==> src/rtl/evcnt_pkg.sv <==
package evcnt_pkg;
    localparam int DEF_CNT_W = 64;
    localparam int DEF_LO_W  = 32;
    localparam int DEF_SLOTS = 2;

    typedef enum logic {
        SPAN_LOW  = 1'b0,
        SPAN_FULL = 1'b1
    } ovf_span_e;
endpackage

==> src/rtl/evcnt_unit.sv <==
module evcnt_unit
    import evcnt_pkg::*;
#(
    parameter int CNT_W = DEF_CNT_W,
    parameter int LO_W  = DEF_LO_W
) (
    input  logic             clk,
    input  logic             rst_n,
    input  logic             inc_i,
    input  logic             wr_i,
    input  logic [CNT_W-1:0] wr_data_i,
    input  ovf_span_e        span_i,
    output logic [CNT_W-1:0] cnt_o,
    output logic             wrap_lo_o,
    output logic             ovf_evt_o
);
    typedef struct packed {
        logic [CNT_W-1:0] cnt;
    } unit_st_t;

    unit_st_t st_d, st_q;
    logic     wrap_full;

    always_comb begin
        st_d      = st_q;
        wrap_lo_o = 1'b0;
        wrap_full = 1'b0;
        if (wr_i) begin
            st_d.cnt = wr_data_i;
        end else if (inc_i) begin
            st_d.cnt  = st_q.cnt + CNT_W'(1);
            wrap_lo_o = &st_q.cnt[LO_W-1:0];
            wrap_full = &st_q.cnt;
        end
        ovf_evt_o = (span_i == SPAN_FULL) ? wrap_full : wrap_lo_o;
    end

    always_ff @(posedge clk or negedge rst_n) begin
        if (!rst_n) st_q <= '0;
        else        st_q <= st_d;
    end

    assign cnt_o = st_q.cnt;

    // full-width increment, hold otherwise
    assert_inc_full_R2: assert property (@(posedge clk) disable iff (!rst_n)
        (!wr_i && inc_i) |=> (cnt_o == $past(cnt_o) + CNT_W'(1)));
    assert_hold_R2: assert property (@(posedge clk) disable iff (!rst_n)
        (!wr_i && !inc_i) |=> $stable(cnt_o));
    // write loads the value and never reports an overflow
    assert_write_load_R7: assert property (@(posedge clk) disable iff (!rst_n)
        wr_i |=> (cnt_o == $past(wr_data_i)));
    assert_write_no_ovf_R7: assert property (@(posedge clk) disable iff (!rst_n)
        wr_i |-> (!ovf_evt_o && !wrap_lo_o));
    // wide span reports only a full wrap
    assert_wide_full_only_R4: assert property (@(posedge clk) disable iff (!rst_n)
        ((span_i == SPAN_FULL) && !(&cnt_o)) |-> !ovf_evt_o);
endmodule

==> src/rtl/evcnt_flags.sv <==
module evcnt_flags
    import evcnt_pkg::*;
#(
    parameter int N = DEF_SLOTS
) (
    input  logic         clk,
    input  logic         rst_n,
    input  logic [N-1:0] set_i,
    input  logic [N-1:0] clr_i,
    input  logic [N-1:0] en_i,
    output logic [N-1:0] flags_o,
    output logic         irq_o
);
    typedef struct packed {
        logic [N-1:0] flags;
    } flag_st_t;

    flag_st_t st_d, st_q;

    always_comb begin
        st_d       = st_q;
        st_d.flags = (st_q.flags & ~clr_i) | set_i;
    end

    always_ff @(posedge clk or negedge rst_n) begin
        if (!rst_n) st_q <= '0;
        else        st_q <= st_d;
    end

    assign flags_o = st_q.flags;
    assign irq_o   = |(st_q.flags & en_i);

    for (genvar k = 0; k < N; k++) begin : g_chk
        // sticky until cleared, set beats clear, clear works
        assert_sticky_R8: assert property (@(posedge clk) disable iff (!rst_n)
            (flags_o[k] && !clr_i[k]) |=> flags_o[k]);
        assert_set_wins_R8: assert property (@(posedge clk) disable iff (!rst_n)
            set_i[k] |=> flags_o[k]);
        assert_clear_R8: assert property (@(posedge clk) disable iff (!rst_n)
            (clr_i[k] && !set_i[k]) |=> !flags_o[k]);
    end
endmodule

==> src/rtl/evcnt_pair_top.sv <==
module evcnt_pair_top
    import evcnt_pkg::*;
#(
    parameter int CNT_W = DEF_CNT_W,
    parameter int LO_W  = DEF_LO_W
) (
    input  logic             clk,
    input  logic             rst_n,
    input  logic             ev_even_i,
    input  logic             ev_odd_i,
    input  logic             chain_en_i,
    input  logic             ovf_wide_i,
    input  logic [1:0]       wr_en_i,
    input  logic [CNT_W-1:0] wr_data_i,
    input  logic [1:0]       ovf_clr_i,
    input  logic [1:0]       irq_en_i,
    output logic [CNT_W-1:0] cnt_even_o,
    output logic [CNT_W-1:0] cnt_odd_o,
    output logic [1:0]       ovf_o,
    output logic             irq_o
);
    localparam int SLOTS = 2;

    logic [SLOTS-1:0]            ev_vec, inc_vec, wrap_lo, ovf_set;
    logic [SLOTS-1:0][CNT_W-1:0] cnt_vec;
    ovf_span_e                   span;

    assign ev_vec = {ev_odd_i, ev_even_i};
    assign span   = ovf_wide_i ? SPAN_FULL : SPAN_LOW;

    for (genvar g = 0; g < SLOTS; g++) begin : g_slot
        if (g == 0) begin : g_head
            assign inc_vec[g] = ev_vec[g];
        end else begin : g_link
            assign inc_vec[g] = chain_en_i ? wrap_lo[g-1] : ev_vec[g];
        end

        evcnt_unit #(.CNT_W(CNT_W), .LO_W(LO_W)) i_unit (
            .clk       (clk),
            .rst_n     (rst_n),
            .inc_i     (inc_vec[g]),
            .wr_i      (wr_en_i[g]),
            .wr_data_i (wr_data_i),
            .span_i    (span),
            .cnt_o     (cnt_vec[g]),
            .wrap_lo_o (wrap_lo[g]),
            .ovf_evt_o (ovf_set[g])
        );
    end

    evcnt_flags #(.N(SLOTS)) i_flags (
        .clk     (clk),
        .rst_n   (rst_n),
        .set_i   (ovf_set),
        .clr_i   (ovf_clr_i),
        .en_i    (irq_en_i),
        .flags_o (ovf_o),
        .irq_o   (irq_o)
    );

    assign cnt_even_o = cnt_vec[0];
    assign cnt_odd_o  = cnt_vec[1];

    // chained odd counter steps once per even low wrap
    assert_chain_step_R5: assert property (@(posedge clk) disable iff (!rst_n)
        (chain_en_i && !wr_en_i[1] && wrap_lo[0]) |=> (cnt_odd_o == $past(cnt_odd_o) + CNT_W'(1)));
    assert_chain_idle_R5: assert property (@(posedge clk) disable iff (!rst_n)
        (chain_en_i && !wr_en_i[1] && !wrap_lo[0]) |=> $stable(cnt_odd_o));
    // a narrow-mode low wrap of the odd counter reaches its status bit
    assert_odd_narrow_R3: assert property (@(posedge clk) disable iff (!rst_n)
        (!ovf_wide_i && wrap_lo[1]) |=> ovf_o[1]);
    // interrupt follows the enabled status bits
    assert_irq_quiet_R9: assert property (@(posedge clk) disable iff (!rst_n)
        (ovf_o == 2'b00) |-> !irq_o);
    assert_irq_even_R9: assert property (@(posedge clk) disable iff (!rst_n)
        (ovf_o[0] && irq_en_i[0]) |-> irq_o);
endmodule

==> config.mk <==
export PLATFORM = sky130hd
export DESIGN_NAME = evcnt_pair_top
export DESIGN_NICKNAME = d
export VERILOG_FILES = /design/src/rtl/evcnt_pkg.sv /design/src/rtl/evcnt_unit.sv /design/src/rtl/evcnt_flags.sv /design/src/rtl/evcnt_pair_top.sv
export SDC_FILE = /design/constraint.sdc
export NUM_CORES = 1
export LEC_CHECK = 0
export ABC_AREA = 1
export BUFFER_PORTS_ARGS = -buffer_cell sky130_fd_sc_hd__buf_2
export CORE_ASPECT_RATIO = 0.5
export CORE_UTILIZATION = 35
export CTS_BUF_LIST = sky130_fd_sc_hd__clkbuf_4 sky130_fd_sc_hd__clkbuf_8
export CTS_CLUSTER_SIZE = 12
export DETAILED_ROUTE_END_ITERATION = 10
export PLACE_DENSITY = 0.55
export REMOVE_ABC_BUFFERS = 1
export SYNTH_ARGS = -nofsm -noshare
export SYNTH_HDL_FRONTEND = slang
export SYNTH_HIERARCHICAL = 1
export SYNTH_SLANG_ARGS = --single-unit
==> constraint.sdc <==
create_clock -name clk -period 3.9 [get_ports clk]
set_input_delay 0.39 -clock clk [delete_from_list [all_inputs] [get_ports clk]]
set_output_delay 0.39 -clock clk [all_outputs]
set_load 0.005 [all_outputs]
Yosys cells after proc, flatten, opt, wreduce, memory -nomap -nowiden --
Cells that the tools add are included.
Word-level totals: register bits after elaboration 130
Cells by class: bitwise logic cells 4, mux-type cells 16, add/sub/neg operators 2, reductions and logical operators 7
Operator list (number):
- $mux W64 | 4
- $add A64 B1 Y64 const B | 2
- $reduce_and A64 Y1 | 2
- $reduce_and A32 Y1 | 2
- $mux W1 | 12
- $and A2 B2 Y2 | 2
- $reduce_bool A2 Y1 | 2
- $not A2 Y2 | 1
- $or A2 B2 Y2 | 1
- $reduce_or A2 Y1 | 1

Longest topological paths before layout --
depth in word-level cells 8, depth in mapped cells 16

By module --
The synthesis kept the hierarchy.
By module, submodules not included:
- evcnt_unit | area each 4654.5 um2, cells an instance 691, instances 2, sequential area each 1601.5 um2
- evcnt_flags | area each 91.3 um2, cells an instance 13, instances 1, sequential area each 50.0 um2
- evcnt_pair_top | area each 15.0 um2, cells an instance 4, instances 1, sequential area each 0.0 um2

Worst setup path before layout --
Ideal clock, no wire load.
path kind register to register, start point register g_slot[0].i_unit.st_q, in the netlist g_slot[0].i_unit/cnt_o[0], end point register g_slot[1].i_unit.st_q, in the netlist g_slot[1].i_unit/cnt_o[0], slack 1.395 ns, data required time 3.813 ns, clock period less this slack 2.505 ns, stages on the path, launching flop included 16, arrival time 2.418 ns, library setup time 0.087 ns, path through dfrtp_1 -> ha_1 -> nand2_2 -> nor2_2 -> nand2_2 -> nor2_4 -> nand2_1 -> or3_4 -> nor2_1 -> nand2_1 -> nand2_1 -> inv_1 -> nor2_2 -> inv_1 -> buf_1 -> o211ai_1
Between the ends: cells in the longest elaborated chain, start to end 5
Ends and longest elaborated chain:
- start: declaration | line evcnt_unit.sv:21 | unit_st_t st_d, st_q;
- start signal: assignment | line evcnt_unit.sv:40 | else st_q <= st_d;
- $reduce_and A32 Y1 | line evcnt_unit.sv:32 | wrap_lo_o = &st_q.cnt[LO_W-1:0];
- $mux W1 | line evcnt_unit.sv:30 | end else if (inc_i) begin
- $mux W1 | line evcnt_unit.sv:28 | if (wr_i) begin
- named net wrap_lo[0] | line evcnt_pair_top.sv:24 | logic [SLOTS-1:0] ev_vec, inc_vec, wrap_lo, ovf_set;
- $mux W1 | line evcnt_pair_top.sv:35 | assign inc_vec[g] = chain_en_i ? wrap_lo[g-1] : ev_vec[g];
- named net inc_vec[1] | line evcnt_pair_top.sv:24
- $reduce_bool A2 Y1 (no source line)
- end signal: assignment | line evcnt_unit.sv:40
- end: declaration | line evcnt_unit.sv:21
The timed path passes the listed nets, and every way through them passes these cells. A chain may end at the register's enable or synchronous reset.

Final worst setup path --
start point register g_slot[0].i_unit.st_q, in the netlist g_slot[0].i_unit/cnt_o[0], end point register g_slot[1].i_unit.st_q, in the netlist g_slot[1].i_unit/cnt_o[14]
Same word-level chain as after synthesis.

==> results.sh <==
export IMPL_die_x_um=233.9
export IMPL_hpwl_um=34560
export IMPL_multi_input_area_um2=5557
export IMPL_core_area_um2=25800
export IMPL_maxCapViolCount=0
export IMPL_wl_um=43150
export IMPL_cp_end_kind="register"
export IMPL_cp_slowest_cell="dfrtp_1"
export IMPL_nFillCells=2801
export IMPL_cpMostUsedCell="nand2_1"
export IMPL_drtPass1Iterations=9
export IMPL_gr_usage_met2_pct=45.19
export IMPL_drc=6
export IMPL_htree_levels=4
export IMPL_drtIter0Drc=1143
export IMPL_io_pins=207
export IMPL_seq_area_um2=3253
export IMPL_period_needed_ns=3.234
export IMPL_cts_resized=0
export IMPL_fmax_ghz=0.3092
export IMPL_cts_sinks=130
export IMPL_crit_type="register to register"
export IMPL_cts_tree="done"
export IMPL_die_area_um2=27590
export IMPL_drive_gt1_share_pct=18.78
export IMPL_worstPathCellList="ha_1 -> nand2_2 -> nor2_2 -> nand2_2 -> nor2_4 -> nand2_1 -> or3_4 -> nor2_1 -> nand2_1 -> nand2_1 -> inv_1 -> nor2_2 -> inv_1 -> a21oi_1 -> o21ai_0 -> o211ai_1"
export IMPL_setup_viol=0
export IMPL_max_stage_delay_ns=0.42
export IMPL_cts_root_buf="clkbuf_8"
export IMPL_holdCritPathClass="input port to async pin"
export IMPL_post_cts_buffers=0
export IMPL_seqPwrFrac_pct=44.3
export IMPL_utilization_pct=43.78
export IMPL_synth_cells=1398
export IMPL_clk_latency_ns=0.49
export IMPL_worst_path_max_fanout=25
export IMPL_clkTransAtPathRegs_ns=0.08
export IMPL_slew_viol_final=0
export IMPL_power_frac_clock_pct=35.7
export IMPL_finalWeightedCongestion=0.9730
export IMPL_fin_nets=1673
export IMPL_grt_pass1_wl_um=63930
export IMPL_pwr_density_cell_nw_per_um2=351.5
export IMPL_finalCritPeriodShare_pct=82.93
export IMPL_antenna_cells=0
export IMPL_grt_overflow_total=0
export IMPL_grt_max_degree=96
export IMPL_net_switching_power_mw=1.377
export IMPL_antenna_found_initial=0
export IMPL_syn_avg_cell_area_um2=6.732
export IMPL_wire_per_inst_um=22.10
export IMPL_syn_area_um2=9412
export IMPL_peakVddDrop_mv=0.2198
export IMPL_cts_hold_buf=0
export IMPL_swShare_pct=34.69
export IMPL_dr_total_vias=10659
export IMPL_worstPathRequired_ns=4.31
export IMPL_grtUsageTotal_pct=31.57
export IMPL_cts_max_path_buffers=2
export IMPL_yosys_warnings=6
export IMPL_critPathArrivalTime_ns=3.64
export IMPL_die_h_um=118.0
export IMPL_fin_hold_ws_ns=-0.0003285
export IMPL_status="finished with violations"
export IMPL_grt_use_met3_pct=10.73
export IMPL_num_rows=41
export IMPL_top_usage_layer="met2"
export IMPL_numCtsBuffers=17
export IMPL_met1_usage_pct=45.07
export IMPL_tightest_slew_ns=0.9872
export IMPL_slew_headroom_pct=34.19
export IMPL_syn_to_final_growth_pct=20.02
export IMPL_finalSetupTns_ns=0
export IMPL_finalHoldViolCount=2
export IMPL_finalClockSkew_ns=0.01234
export IMPL_critPathLaunchType="register"
export IMPL_p_int_mw=2.593
export IMPL_io_buffers=206
export IMPL_first_global_vias=10080
export IMPL_p_leak_nw=4.964
export IMPL_rsz0062_at_grt="no"
export IMPL_ant_nets=0
export IMPL_initial_core_util_pct=36.47
export IMPL_violations="DRC, hold timing"
export IMPL_via_per_inst=5.461
export IMPL_pwr_share_comb_pct=20.0
==> registers in the layout, indices dropped and copies added, names as in the netlist <==
name	cells
i_flags/flags_o	2
g_slot.i_unit/cnt_o	128
==> metrics by stage <==
stage / area (um^2) / power, mW / worst slack [ns] / instances
floorplan: 9256 / 2.073 / 0.2612 / 1360
global placement: 10830 / 2.551 / 0.8798 / 1920
detailed placement: 10830 / 2.561 / 0.7467 / 1920
CTS: 11300 / 3.981 / 0.6963 / 1952
global route: 11300 / 4.152 / 0.3450 / 1952
finish: 11300 / 3.970 / 0.6659 / 1952
==> cell type report <==
class / count / area share (%)
tap: 344 / 3.810
timing repair buffer: 216 / 9.958
clock inverter: 12 / 1.828
sequential: 130 / 28.80
inverter: 123 / 4.087
clock buffer: 20 / 2.326
multi-input combinational: 1107 / 49.19
==> metal layers <==
metal	part of all wire, %	wire length, um	vias up
li1	-	-	4996
met1	46	19960	5141
met2	42	18000	479
met3	10	4527	43
met4	1.5	663	0
met5	0	0	-
==> worst paths after layout <==
check | from | slack (ns) | to | depth (start not counted)
min in group clk | ovf_clr_i[0] | 0.13 | i_flags/flags_o[0] | 4
max reg2reg | g_slot[0].i_unit/cnt_o[0] | 0.67 | g_slot[1].i_unit/cnt_o[14] | 16
min reg2reg | i_flags/flags_o[0] | 0.49 | i_flags/flags_o[0] | 2
max in group asynchronous | rst_n | 2.99 | g_slot[1].i_unit/cnt_o[3] | 2
min | rst_n | -0.0003 | g_slot[0].i_unit/cnt_o[53] | 1
max | g_slot[0].i_unit/cnt_o[0] | 0.67 | g_slot[1].i_unit/cnt_o[14] | 16
==> critical path: cells and delay by family (launching register included) <==
family                   cells  cell delay [ns]
buffers and inverters        2             0.57
AND/OR/NAND/NOR             10             1.50
AO/OA/AOI/OAI                3             0.46
adder cells (fa/ha/maj)      1             0.21
flip-flops                   1             0.42
==> layout by cell type, fill, tap and decap left out, types with 3 or more instances in the layout <==
master and n:
o21ai_1 18, nand2_2 14, xnor2_1 18, o211ai_1 6
nand3_1 126, buf_4 9, bufinv_16 5, dfrtp_1 130
o21bai_1 40, nor2_1 221, nor2_2 18, a22oi_1 98
buf_2 205, clkinvlp_4 4, inv_1 123, clkbuf_8 18
nand4_1 22, and2_1 4, clkinv_4 3, a21oi_1 18
nor2_4 12, o21ai_0 32, nand2_1 400, xor2_1 40
nor3_1 6
==> power by group through the flow <==
stage	Combinational, mW	Clock, mW	Sequential, mW
3_3_place_gp	0.781	0	1.77
6_report	0.795	1.42	1.76
5_1_grt	0.881	1.50	1.77
4_1_cts	0.791	1.44	1.75
3_5_place_dp	0.788	0	1.77
2_1_floorplan	0.386	0	1.69
Power figures use the tool's default switching activity.
